[src/rtl/i2c_engine_pkg.sv]
package i2c_engine_pkg;
  localparam int unsigned DATA_W = 8;
  localparam int unsigned POS_W  = $clog2(DATA_W + 2);

  typedef logic [POS_W-1:0] bit_pos_t;

  // bit position after k rising edges of the byte
  localparam bit_pos_t ACK_POS  = bit_pos_t'(DATA_W);
  localparam bit_pos_t POST_POS = bit_pos_t'(DATA_W + 1);

  typedef struct packed {
    logic scl_rise;
    logic scl_fall;
    logic start;
    logic stop;
  } line_evt_t;
endpackage

[src/rtl/i2c_glitch_filt.sv]
module i2c_glitch_filt #(
  parameter int unsigned THR_CYC     = 50,
  parameter int unsigned SYNC_STAGES = 2
) (
  input  logic clk_i,
  input  logic rst_ni,
  input  logic raw_i,
  output logic filt_o
);
  localparam int unsigned CW = $clog2(THR_CYC + 1);

  logic [SYNC_STAGES-1:0] sync_q;
  logic [CW-1:0]          cnt_q;
  logic                   sy;

  assign sy = sync_q[SYNC_STAGES-1];

  always_ff @(posedge clk_i or negedge rst_ni) begin
    if (!rst_ni) sync_q <= '1;
    else         sync_q <= {sync_q[SYNC_STAGES-2:0], raw_i};
  end

  // saturating mismatch counter: adopt new level only after THR_CYC cycles
  always_ff @(posedge clk_i or negedge rst_ni) begin
    if (!rst_ni) begin
      cnt_q  <= '0;
      filt_o <= 1'b1;
    end else if (sy == filt_o) begin
      cnt_q <= '0;
    end else if (cnt_q == CW'(THR_CYC - 1)) begin
      cnt_q  <= '0;
      filt_o <= sy;
    end else begin
      cnt_q <= cnt_q + 1'b1;
    end
  end

  p_cnt_bound_r1: assert property (@(posedge clk_i) disable iff (!rst_ni)
    cnt_q < CW'(THR_CYC));

  p_flip_after_run_r1: assert property (@(posedge clk_i) disable iff (!rst_ni)
    !$stable(filt_o) |-> $past(sy) == filt_o);
endmodule

[src/rtl/i2c_line_events.sv]
module i2c_line_events
  import i2c_engine_pkg::*;
(
  input  logic      clk_i,
  input  logic      rst_ni,
  input  logic      en_i,
  input  logic      scl_i,
  input  logic      sda_i,
  output line_evt_t evt_o
);
  logic scl_q, sda_q;

  always_ff @(posedge clk_i or negedge rst_ni) begin
    if (!rst_ni) begin
      scl_q <= 1'b1;
      sda_q <= 1'b1;
      evt_o <= '0;
    end else begin
      scl_q          <= scl_i;
      sda_q          <= sda_i;
      evt_o.scl_rise <= en_i & scl_i & ~scl_q;
      evt_o.scl_fall <= en_i & ~scl_i & scl_q;
      evt_o.start    <= en_i & scl_i & scl_q & sda_q & ~sda_i;
      evt_o.stop     <= en_i & scl_i & scl_q & ~sda_q & sda_i;
    end
  end

  p_evt_onehot_r2: assert property (@(posedge clk_i) disable iff (!rst_ni)
    $onehot0(evt_o));

  p_start_needs_scl_high_r2: assert property (@(posedge clk_i) disable iff (!rst_ni)
    evt_o.start |-> $past(scl_i) && !$past(sda_i));
endmodule

[src/rtl/i2c_shift_core.sv]
module i2c_shift_core
  import i2c_engine_pkg::*;
(
  input  logic              clk_i,
  input  logic              rst_ni,
  input  logic              en_i,
  input  logic              evt_sel_i,
  input  logic              clk_dly_i,
  input  logic              sda_i,
  input  line_evt_t         evt_i,
  output bit_pos_t          bit_pos_o,
  output logic [DATA_W:0]   rx_buf_o,
  output logic              split_o,
  output logic              ack_o,
  output logic              nack_o,
  output logic              rx_evt_o,
  output logic              tx_evt_o
);
  logic [DATA_W-1:0] rx_sr_q;
  bit_pos_t          pos_q;

  assign bit_pos_o = pos_q;

  always_ff @(posedge clk_i or negedge rst_ni) begin
    if (!rst_ni) begin
      pos_q    <= '0;
      rx_sr_q  <= '0;
      rx_buf_o <= '0;
      split_o  <= 1'b0;
      ack_o    <= 1'b0;
      nack_o   <= 1'b0;
      rx_evt_o <= 1'b0;
      tx_evt_o <= 1'b0;
    end else begin
      ack_o    <= 1'b0;
      nack_o   <= 1'b0;
      rx_evt_o <= 1'b0;
      tx_evt_o <= 1'b0;
      if (!en_i || evt_i.start || evt_i.stop) begin
        pos_q <= '0;
      end else if (evt_i.scl_rise) begin
        if (pos_q < ACK_POS) begin
          rx_sr_q <= {rx_sr_q[DATA_W-2:0], sda_i};
          pos_q   <= pos_q + 1'b1;
        end else if (pos_q == ACK_POS) begin
          pos_q <= POST_POS;
          if (!evt_sel_i) begin
            ack_o    <= ~sda_i;
            nack_o   <= sda_i;
            rx_buf_o <= {sda_i, rx_sr_q};
            split_o  <= 1'b0;
          end else if (clk_dly_i) begin
            // second transfer of the split load
            rx_buf_o <= {sda_i, rx_sr_q};
            split_o  <= 1'b0;
          end
        end
      end else if (evt_i.scl_fall) begin
        if (pos_q == ACK_POS && evt_sel_i) begin
          rx_evt_o <= 1'b1;
          tx_evt_o <= clk_dly_i;
          if (clk_dly_i) begin
            // first transfer: bits 1..7 -> [6:0], bit 8 -> [8]
            rx_buf_o <= {rx_sr_q[0], 1'b0, rx_sr_q[DATA_W-1:1]};
            split_o  <= 1'b1;
          end else begin
            rx_buf_o <= {1'b0, rx_sr_q};
            split_o  <= 1'b0;
          end
        end else if (pos_q == POST_POS) begin
          pos_q    <= '0;
          tx_evt_o <= evt_sel_i & ~clk_dly_i;
        end
      end
    end
  end

  p_ack_mode_r3: assert property (@(posedge clk_i) disable iff (!rst_ni)
    (ack_o || nack_o) |-> !$past(evt_sel_i) && $past(evt_i.scl_rise));

  p_rxtx_mode_r5: assert property (@(posedge clk_i) disable iff (!rst_ni)
    (rx_evt_o || tx_evt_o) |-> $past(evt_sel_i) && $past(evt_i.scl_fall));

  p_buf_on_edge_r4: assert property (@(posedge clk_i) disable iff (!rst_ni)
    !$stable(rx_buf_o) |-> $past(evt_i.scl_rise || evt_i.scl_fall));

  p_pos_range_r11: assert property (@(posedge clk_i) disable iff (!rst_ni)
    pos_q <= POST_POS);

  p_cond_clears_r11: assert property (@(posedge clk_i) disable iff (!rst_ni)
    (evt_i.start || evt_i.stop || !en_i) |=> pos_q == '0);

  p_second_load_r8: assert property (@(posedge clk_i) disable iff (!rst_ni)
    (en_i && evt_i.scl_rise && pos_q == ACK_POS && evt_sel_i && clk_dly_i) |=> !split_o);
endmodule

[src/rtl/i2c_sda_drv.sv]
module i2c_sda_drv
  import i2c_engine_pkg::*;
#(
  parameter int unsigned DLY_CYC = 16
) (
  input  logic              clk_i,
  input  logic              rst_ni,
  input  logic              en_i,
  input  logic              sda_preset_i,
  input  logic              ack_drv_i,
  input  logic              tx_load_i,
  input  logic [DATA_W-1:0] tx_data_i,
  input  logic              scl_fall_i,
  input  bit_pos_t          bit_pos_i,
  output logic              sda_o
);
  localparam int unsigned DW = $clog2(DLY_CYC + 1);
  localparam int unsigned IW = $clog2(DATA_W);

  logic [DATA_W-1:0] tx_sr_q;
  logic [DW-1:0]     cnt_q;
  logic              pend_q, nxt_q, nxt_bit;

  always_comb begin
    if (bit_pos_i < ACK_POS)       nxt_bit = tx_sr_q[IW'(DATA_W - 1) - bit_pos_i[IW-1:0]];
    else if (bit_pos_i == ACK_POS) nxt_bit = ack_drv_i;
    else                           nxt_bit = 1'b1;
  end

  always_ff @(posedge clk_i or negedge rst_ni) begin
    if (!rst_ni)        tx_sr_q <= '0;
    else if (tx_load_i) tx_sr_q <= tx_data_i;
  end

  always_ff @(posedge clk_i or negedge rst_ni) begin
    if (!rst_ni) begin
      sda_o  <= 1'b1;
      pend_q <= 1'b0;
      nxt_q  <= 1'b1;
      cnt_q  <= '0;
    end else if (!en_i) begin
      sda_o  <= sda_preset_i;
      pend_q <= 1'b0;
      cnt_q  <= '0;
    end else if (scl_fall_i) begin
      nxt_q  <= nxt_bit;
      pend_q <= 1'b1;
      cnt_q  <= DW'(DLY_CYC - 1);
    end else if (pend_q) begin
      if (cnt_q == '0) begin
        sda_o  <= nxt_q;
        pend_q <= 1'b0;
      end else begin
        cnt_q <= cnt_q - 1'b1;
      end
    end
  end

  p_sda_after_delay_r9: assert property (@(posedge clk_i) disable iff (!rst_ni)
    (!$stable(sda_o) && $past(en_i)) |-> $past(pend_q) && $past(cnt_q) == '0);

  p_sda_preset_r10: assert property (@(posedge clk_i) disable iff (!rst_ni)
    !en_i |=> sda_o == $past(sda_preset_i));
endmodule

[src/rtl/i2c_byte_engine.sv]
module i2c_byte_engine
  import i2c_engine_pkg::*;
#(
  parameter int unsigned CLK_PERIOD_PS = 4000,
  parameter int unsigned FILT_NS       = 200,
  parameter int unsigned SDA_DLY_CYC   = 16
) (
  input  logic              clk_i,
  input  logic              rst_ni,
  input  logic              en_i,
  input  logic              evt_sel_i,
  input  logic              clk_dly_i,
  input  logic              scl_i,
  input  logic              sda_i,
  input  logic              sda_preset_i,
  input  logic              ack_drv_i,
  input  logic              tx_load_i,
  input  logic [7:0]        tx_data_i,
  output logic              sda_o,
  output logic [8:0]        rx_buf_o,
  output logic [7:0]        rd_byte_o,
  output logic              ack_o,
  output logic              nack_o,
  output logic              rx_evt_o,
  output logic              tx_evt_o,
  output logic              start_o,
  output logic              stop_o
);
  localparam int unsigned FILT_CYC = (FILT_NS * 1000 + CLK_PERIOD_PS - 1) / CLK_PERIOD_PS;
  localparam int unsigned N_LINES  = 2;

  logic [N_LINES-1:0] raw_lines, filt_lines;
  line_evt_t          evt;
  bit_pos_t           bit_pos;
  logic               split;

  assign raw_lines = {sda_i, scl_i};

  for (genvar g = 0; g < N_LINES; g++) begin : g_filt
    i2c_glitch_filt #(.THR_CYC(FILT_CYC), .SYNC_STAGES(2)) u_filt (
      .clk_i (clk_i),
      .rst_ni(rst_ni),
      .raw_i (raw_lines[g]),
      .filt_o(filt_lines[g])
    );
  end

  i2c_line_events u_evt (
    .clk_i (clk_i),
    .rst_ni(rst_ni),
    .en_i  (en_i),
    .scl_i (filt_lines[0]),
    .sda_i (filt_lines[1]),
    .evt_o (evt)
  );

  // sda sampled one cycle late to line up with the registered edge
  logic sda_d_q;
  always_ff @(posedge clk_i or negedge rst_ni) begin
    if (!rst_ni) sda_d_q <= 1'b1;
    else         sda_d_q <= filt_lines[1];
  end

  i2c_shift_core u_core (
    .clk_i    (clk_i),
    .rst_ni   (rst_ni),
    .en_i     (en_i),
    .evt_sel_i(evt_sel_i),
    .clk_dly_i(clk_dly_i),
    .sda_i    (sda_d_q),
    .evt_i    (evt),
    .bit_pos_o(bit_pos),
    .rx_buf_o (rx_buf_o),
    .split_o  (split),
    .ack_o    (ack_o),
    .nack_o   (nack_o),
    .rx_evt_o (rx_evt_o),
    .tx_evt_o (tx_evt_o)
  );

  i2c_sda_drv #(.DLY_CYC(SDA_DLY_CYC)) u_sda (
    .clk_i       (clk_i),
    .rst_ni      (rst_ni),
    .en_i        (en_i),
    .sda_preset_i(sda_preset_i),
    .ack_drv_i   (ack_drv_i),
    .tx_load_i   (tx_load_i),
    .tx_data_i   (tx_data_i),
    .scl_fall_i  (evt.scl_fall),
    .bit_pos_i   (bit_pos),
    .sda_o       (sda_o)
  );

  assign start_o   = evt.start;
  assign stop_o    = evt.stop;
  assign rd_byte_o = split ? {rx_buf_o[6:0], rx_buf_o[8]} : rx_buf_o[7:0];

  p_no_evt_disabled_r10: assert property (@(posedge clk_i) disable iff (!rst_ni)
    !$past(en_i) |-> !(start_o || stop_o));

  p_read_view_r7: assert property (@(posedge clk_i) disable iff (!rst_ni)
    rx_evt_o && $past(clk_dly_i) |-> rd_byte_o == {rx_buf_o[6:0], rx_buf_o[8]});
endmodule

[config.mk]
export PLATFORM = sky130hd
export DESIGN_NAME = i2c_byte_engine
export DESIGN_NICKNAME = d
export VERILOG_FILES = /design/src/rtl/i2c_engine_pkg.sv /design/src/rtl/i2c_glitch_filt.sv /design/src/rtl/i2c_line_events.sv /design/src/rtl/i2c_shift_core.sv /design/src/rtl/i2c_sda_drv.sv /design/src/rtl/i2c_byte_engine.sv
export SDC_FILE = /design/constraint.sdc
export NUM_CORES = 1
export LEC_CHECK = 0
export CORE_AREA = 2 2 75 77
export DETAILED_ROUTE_END_ITERATION = 7
export DIE_AREA = 0 0 77 79
export DONT_BUFFER_PORTS = 1
export GPL_TIMING_DRIVEN = 0
export HOLD_SLACK_MARGIN = 0.08
export MAX_ROUTING_LAYER = met4
export PLACE_DENSITY = 0.73
export SLEW_MARGIN = 10
export SYNTH_ARGS = -nofsm -noshare
export SYNTH_HDL_FRONTEND = slang
export SYNTH_SLANG_ARGS = --single-unit
[constraint.sdc]
create_clock -name clk_i -period 5.8 [get_ports clk_i]
set_clock_uncertainty 0.15 [all_clocks]
set_input_delay 0.87 -clock clk_i [delete_from_list [all_inputs] [get_ports clk_i]]
set_output_delay 0.87 -clock clk_i [all_outputs]
set_load 0.02 [all_outputs]
# Word level (Yosys, flattened, before mapping)
# Cells that the tools add are included.
totals:
  ff_bits: 66
  in_bits: 18
op_classes:
  eq_ne: 16
  n_reduce_logical: 17
  n_lt_le_gt_ge: 2
  mux: 63
  bitwise_logic: 18
  n_addsub: 5
ops:
  columns: ["operator", "n"]
  rows:
  - ["9-bit two-way mux", 8]
  - ["1-bit two-way mux", 38]
  - ["4-bit two-way mux", 7]
  - ["6-bit two-way mux", 4]
  - ["5-bit two-way mux", 4]
  - ["6-bit by 1-bit adder with 6-bit output, second input constant", 2]
  - ["6-bit equality test, second input constant", 2]
  - ["1-bit bitwise AND", 10]
  - ["4-bit equality test, second input constant", 2]
  - ["8-bit two-way mux", 1]
  - ["1-bit inverter", 8]
  - ["2-bit AND reduction", 4]
  - ["2-bit by 1-bit != test with 1-bit output, second input constant", 3]
  - ["3-bit != test, second input constant", 2]
  - ["3-bit AND reduction", 2]
  - ["6-bit AND reduction", 1]
  - ["3-bit nonzero test", 2]
  - ["5-bit zero test", 1]
  - ["5-bit by 1-bit subtractor with 5-bit output, second input constant", 1]
  - ["4-bit by 1-bit adder with 4-bit output, second input constant", 1]
  - ["3-bit by 4-bit less-than comparator with 1-bit output, second input constant", 1]
  - ["4-bit less-than comparator, second input constant", 1]
  - ["2-bit != test, second input constant", 2]
  - ["4-bit by 1-bit != test with 1-bit output, second input constant", 1]
  - ["10 further kinds", 13]

# Depth between registers and ports, before layout
logic_depth:
  ltp_word: 7
  mapped_depth: 6
  depth_no_buf: 6

# Modules after synthesis
# From an unflattened synthesis, not the netlist that was laid out.
unflattened:
  cells_unflattened: 264
  hier_area_um2: 3184.3
modules_own_cells:
  columns: ["module", "area_each_um2", "instances", "cells_each"]
  rows:
  - ["i2c_shift_core", 1242.4, 1, 104]
  - ["i2c_sda_drv", 810.8, 1, 73]
  - ["i2c_glitch_filt", 385.4, 2, 32]
  - ["i2c_line_events", 202.7, 1, 13]
  - ["i2c_byte_engine", 157.7, 1, 10]

# Worst setup path after synthesis
# Ideal clock, no wire load.
synth_path:
  kind: "in2reg"
  start: "input port en_i"
  end: "register u_core.rx_buf_o[0]"
  setup_time_ns: 0.125
  stages: 6
  t_arrival_ns: 2.178
  n_path_buf: 2
  required_time_ns: 5.525
  path_slack_ns: 3.346
  path_cell_list: "or3b_1 > buf_2 > or2_4 > a21o_1 > buf_6 > mux2_4"
synth_between:
  elab_chain_cells: 5
synth_lines:
  columns: ["item", "line", "source"]
  rows:
  - ["start: declaration", "i2c_byte_engine.sv:10", "input logic en_i,"]
  - ["1-bit zero test", null, null]
  - ["1-bit logical OR (2 in a row)", "i2c_shift_core.sv:39", "if (!en_i || evt_i.start || evt_i.stop) begin"]
  - ["1-bit inverter (no line)", null, null]
  - ["6-bit AND reduction (no line)", null, null]
  - ["end signal: assignment", "i2c_shift_core.sv:50", "rx_buf_o <= {sda_i, rx_sr_q};"]
  - ["end signal: assignment", "i2c_shift_core.sv:54", "rx_buf_o <= {sda_i, rx_sr_q};"]
  - ["end signal: assignment", "i2c_shift_core.sv:64", "rx_buf_o <= {rx_sr_q[0], 1'b0, rx_sr_q[DATA_W-1:1]};"]
  - ["end: declaration", "i2c_shift_core.sv:12", "output logic [DATA_W:0] rx_buf_o,"]
# Every way passes these cells.
# A chain may end at the register's enable or synchronous reset.

# Final worst setup path
layout_path:
  start: "register u_core.split_o"
  end: "output port rd_byte_o[1]"
layout_between:
  elab_chain_cells: 1
layout_lines:
  columns: ["item", "line", "source"]
  rows:
  - ["start: declaration", "i2c_shift_core.sv:13", "output logic split_o,"]
  - ["start signal: assignment", "i2c_shift_core.sv:29", "split_o <= 1'b0;"]
  - ["start signal: assignment", "i2c_shift_core.sv:51", "split_o <= 1'b0;"]
  - ["start signal: assignment", "i2c_shift_core.sv:55", "split_o <= 1'b0;"]
  - ["8-bit two-way mux", "i2c_byte_engine.sv:96", "assign rd_byte_o = split ? {rx_buf_o[6:0], rx_buf_o[8]} : rx_buf_o[7:0];"]
  - ["end: declaration", "i2c_byte_engine.sv:21", "output logic [7:0] rd_byte_o,"]
# Every way passes these cells.

==> metrics.cfg <==
[route]
post_drt_wl_per_cell_um=14.9
num_vias=1824
wl_um=4970
drc=0
drt_iter0_drc=85
first_pass_iters=4
ant_nets=0
via_per_inst=5.48

[floorplanning]
chipWidth_um=77
initial_core_util=0.568
die_area_sq_um=6080
fp.dieH_um=79
io_pins=42
core_sq_um=5340
num_rows=27

[worst_hold_path]
worst_hold_path.num_cells=0
min_path_type=flop to flop
worstHoldStart=g_filt[1].u_filt.sync_q[0]

[clock_network]
cts_tree=done
clkTransAtPathRegs_ns=0.07
clk_path_buf_depth=2
clk-insertion-delay-late_ns=0.34
htree_levels=3
cts_root_buf=clkbuf_8
cts.sinks=66
cts_resized=0
numCtsBuffers=9

[setup_path]
reg2reg_from=u_core.bit_pos_o[0]
crit_arrival_ns=1.48
crit_path_start_kind=flop
r2r-end=u_core.rx_buf_o[2]
cp.required_ns=4.78
rr_worst_depth=6
slowest_stage=mux2_2
cp-startpoint=u_core.split_o
critPathMaxStageDelay_ns=0.45
critPathKind=flop to primary output
endpoint=rd_byte_o[1]
crit_chain=clkbuf_1, mux2_2
r2r_slack_ns=3.60
crit_fanout=9
crit_path_end_kind=primary output

[yosys]
ys_ff_latch=66
synth_top_area_cell=dfrtp_1
syn_area_sq_um=3030
async_flop_share=1.00
yosysTopAreaCellShare=0.462
syn_area_per_cell_sq_um=12.4
syn-instance-count=244
ys_types=42
ys.flop_type=dfrtp_1
synth_nets=269
yosys_warnings=0
synth.top_cells.by_area=dfrtp_1 (46%), mux2_2 (12%), dfstp_2 (8.7%), mux2_4 (4.9%), nor2_1 (3.2%)
ys_seq_area_frac=0.548
synth-edff-count=0

[power]
vdd_ir_drop_max_mv=0.213
leakagePower_uw=0.00158
p_per_area_nw_per_um2=278
power_uw=938

[grt]
grt_pass1_wl_um=8710
grt_pass1_vias=1885
track_usage=0.193
antenna_found_initial=0
grt_max_degree=57
grt_overflow=0

[finish]
final_common_cell=dfrtp_1
final_nets=281
insertedDiodeCount=0
area_growth_pct=11.3
fin_area_sq_um=3380
layout_common_cells=dfrtp_1 (56), mux2_2 (33), nor2_1 (26), nand2_1 (14), clkbuf_8 (14)
drive_above_1_share=0.295

[sta]
hold_violations=0
final_max_slew_viol_count=0
tightest_slew_ns=0.803
hold_ws_ns=0.206
relSlewSlack=0.458
setup_viol=0
tns_ns=0
fin_crit_sh=0.431
fmax_ghz=0.400
period_needed_ns=2.50
rsz0062_at_grt=false

[placement]
port_buffers=0
place_hpwl_um=3370
gp_congestion=0.778
placed_cell_area_sq_um=3120

[outcome]
status=complete, no violations

[job]
cap_violations=0

[sequential cells by signal (all words and copies together) (netlist names), 4 cells and up]
register              cells
u_sda.tx_sr_q             8
u_evt.evt_o               4
g_filt.u_filt.sync_q      4
u_sda.cnt_q               5
g_filt.u_filt.cnt_q      12
u_core.bit_pos_o          4
u_core.rx_sr_q            8
u_core.rx_buf_o           9
[cell usage after synthesis, types with 2 or more instances]
master	count
inv_1	11
or3_1	2
nand3_1	5
clkbuf_1	5
a21boi_0	3
a21oi_1	5
nor2_1	26
xor2_1	7
o21ai_0	4
dfstp_2	10
o21a_1	2
nand4_1	3
nor4b_1	2
nand2_1	14
nor3_1	6
xnor2_1	5
mux4_2	2
ha_1	7
nor2b_1	3
mux2_4	10
mux2_2	33
dfrtp_1	56
nor3b_1	2
buf_6	2
mux2i_1	2
[cell type report]
class | instances | area [sq um]
plain buffers | 8 | 46.3
clock inverters | 1 | 30.0
repair buffers | 1 | 27.5
flip-flops and latches | 66 | 1660
inverters | 11 | 41.3
clock buffers | 15 | 196
multi-input cells | 159 | 1280
fillers | 459 | 1960
well taps | 72 | 90.1
[layer usage]
layer / vias to the layer above / share of wire / GRT usage
li1: 871 / - / -
met3: 11 / 0.064 / 0.0636
met2: 46 / 0.49 / 0.295
met5: - / 0 / -
met4: 0 / 0.027 / 0.111
met1: 896 / 0.42 / 0.227
[worst min path at each step]
stage / endpoint / slack, ns
CTS: g_filt[0].u_filt.filt_o / 0.21
finish: g_filt[1].u_filt.sync_q[1] / 0.21
global placement: g_filt[0].u_filt.sync_q[1] / 0.20
global route: u_evt.scl_q / 0.20
detailed placement: g_filt[1].u_filt.sync_q[1] / 0.20
floorplan: g_filt[0].u_filt.sync_q[1] / 0.20
[per-stage QoR]
step / instances / utilization / setup slack [ns]
2_1_floorplan: 244 / - / 3.35
3_3_place_gp: 316 / 0.585 / 3.28
5_1_grt: 333 / 0.633 / 3.22
6_report: 333 / 0.633 / 3.30
3_5_place_dp: 316 / 0.585 / 3.28
4_1_cts: 333 / 0.633 / 3.27
[what timing repair did]
item                                    4_1_cts  5_1_grt
endpoints found under the setup margin        0        0
hold buffers                                  1        0
hold endpoints to repair                     56        0
setup buffers                                 0        0
[critical path: cells and delay by family, from the launching register on]
family | cells | cell delay (ns)
flops | 1 | 0.32
buf+inv | 1 | 0.36
mux | 1 | 0.45
[cell families after synthesis]
logic type                 Yosys count  synth area share
AOI/OAI and AO/OA                   22            0.0483
xor gates and xnor gates            12            0.0346
adders and majority gates            7            0.0289
buffers and inverters               19            0.0289
DFF                                 66             0.548
muxes                               47             0.193
and+or+nand+nor                     71             0.118
[report_power, final]
group          internal (uW)  switching [uW]
logic                   16.3            18.8
clock network            258             165
registers                473            7.67
Power figures use the tool's default switching activity.
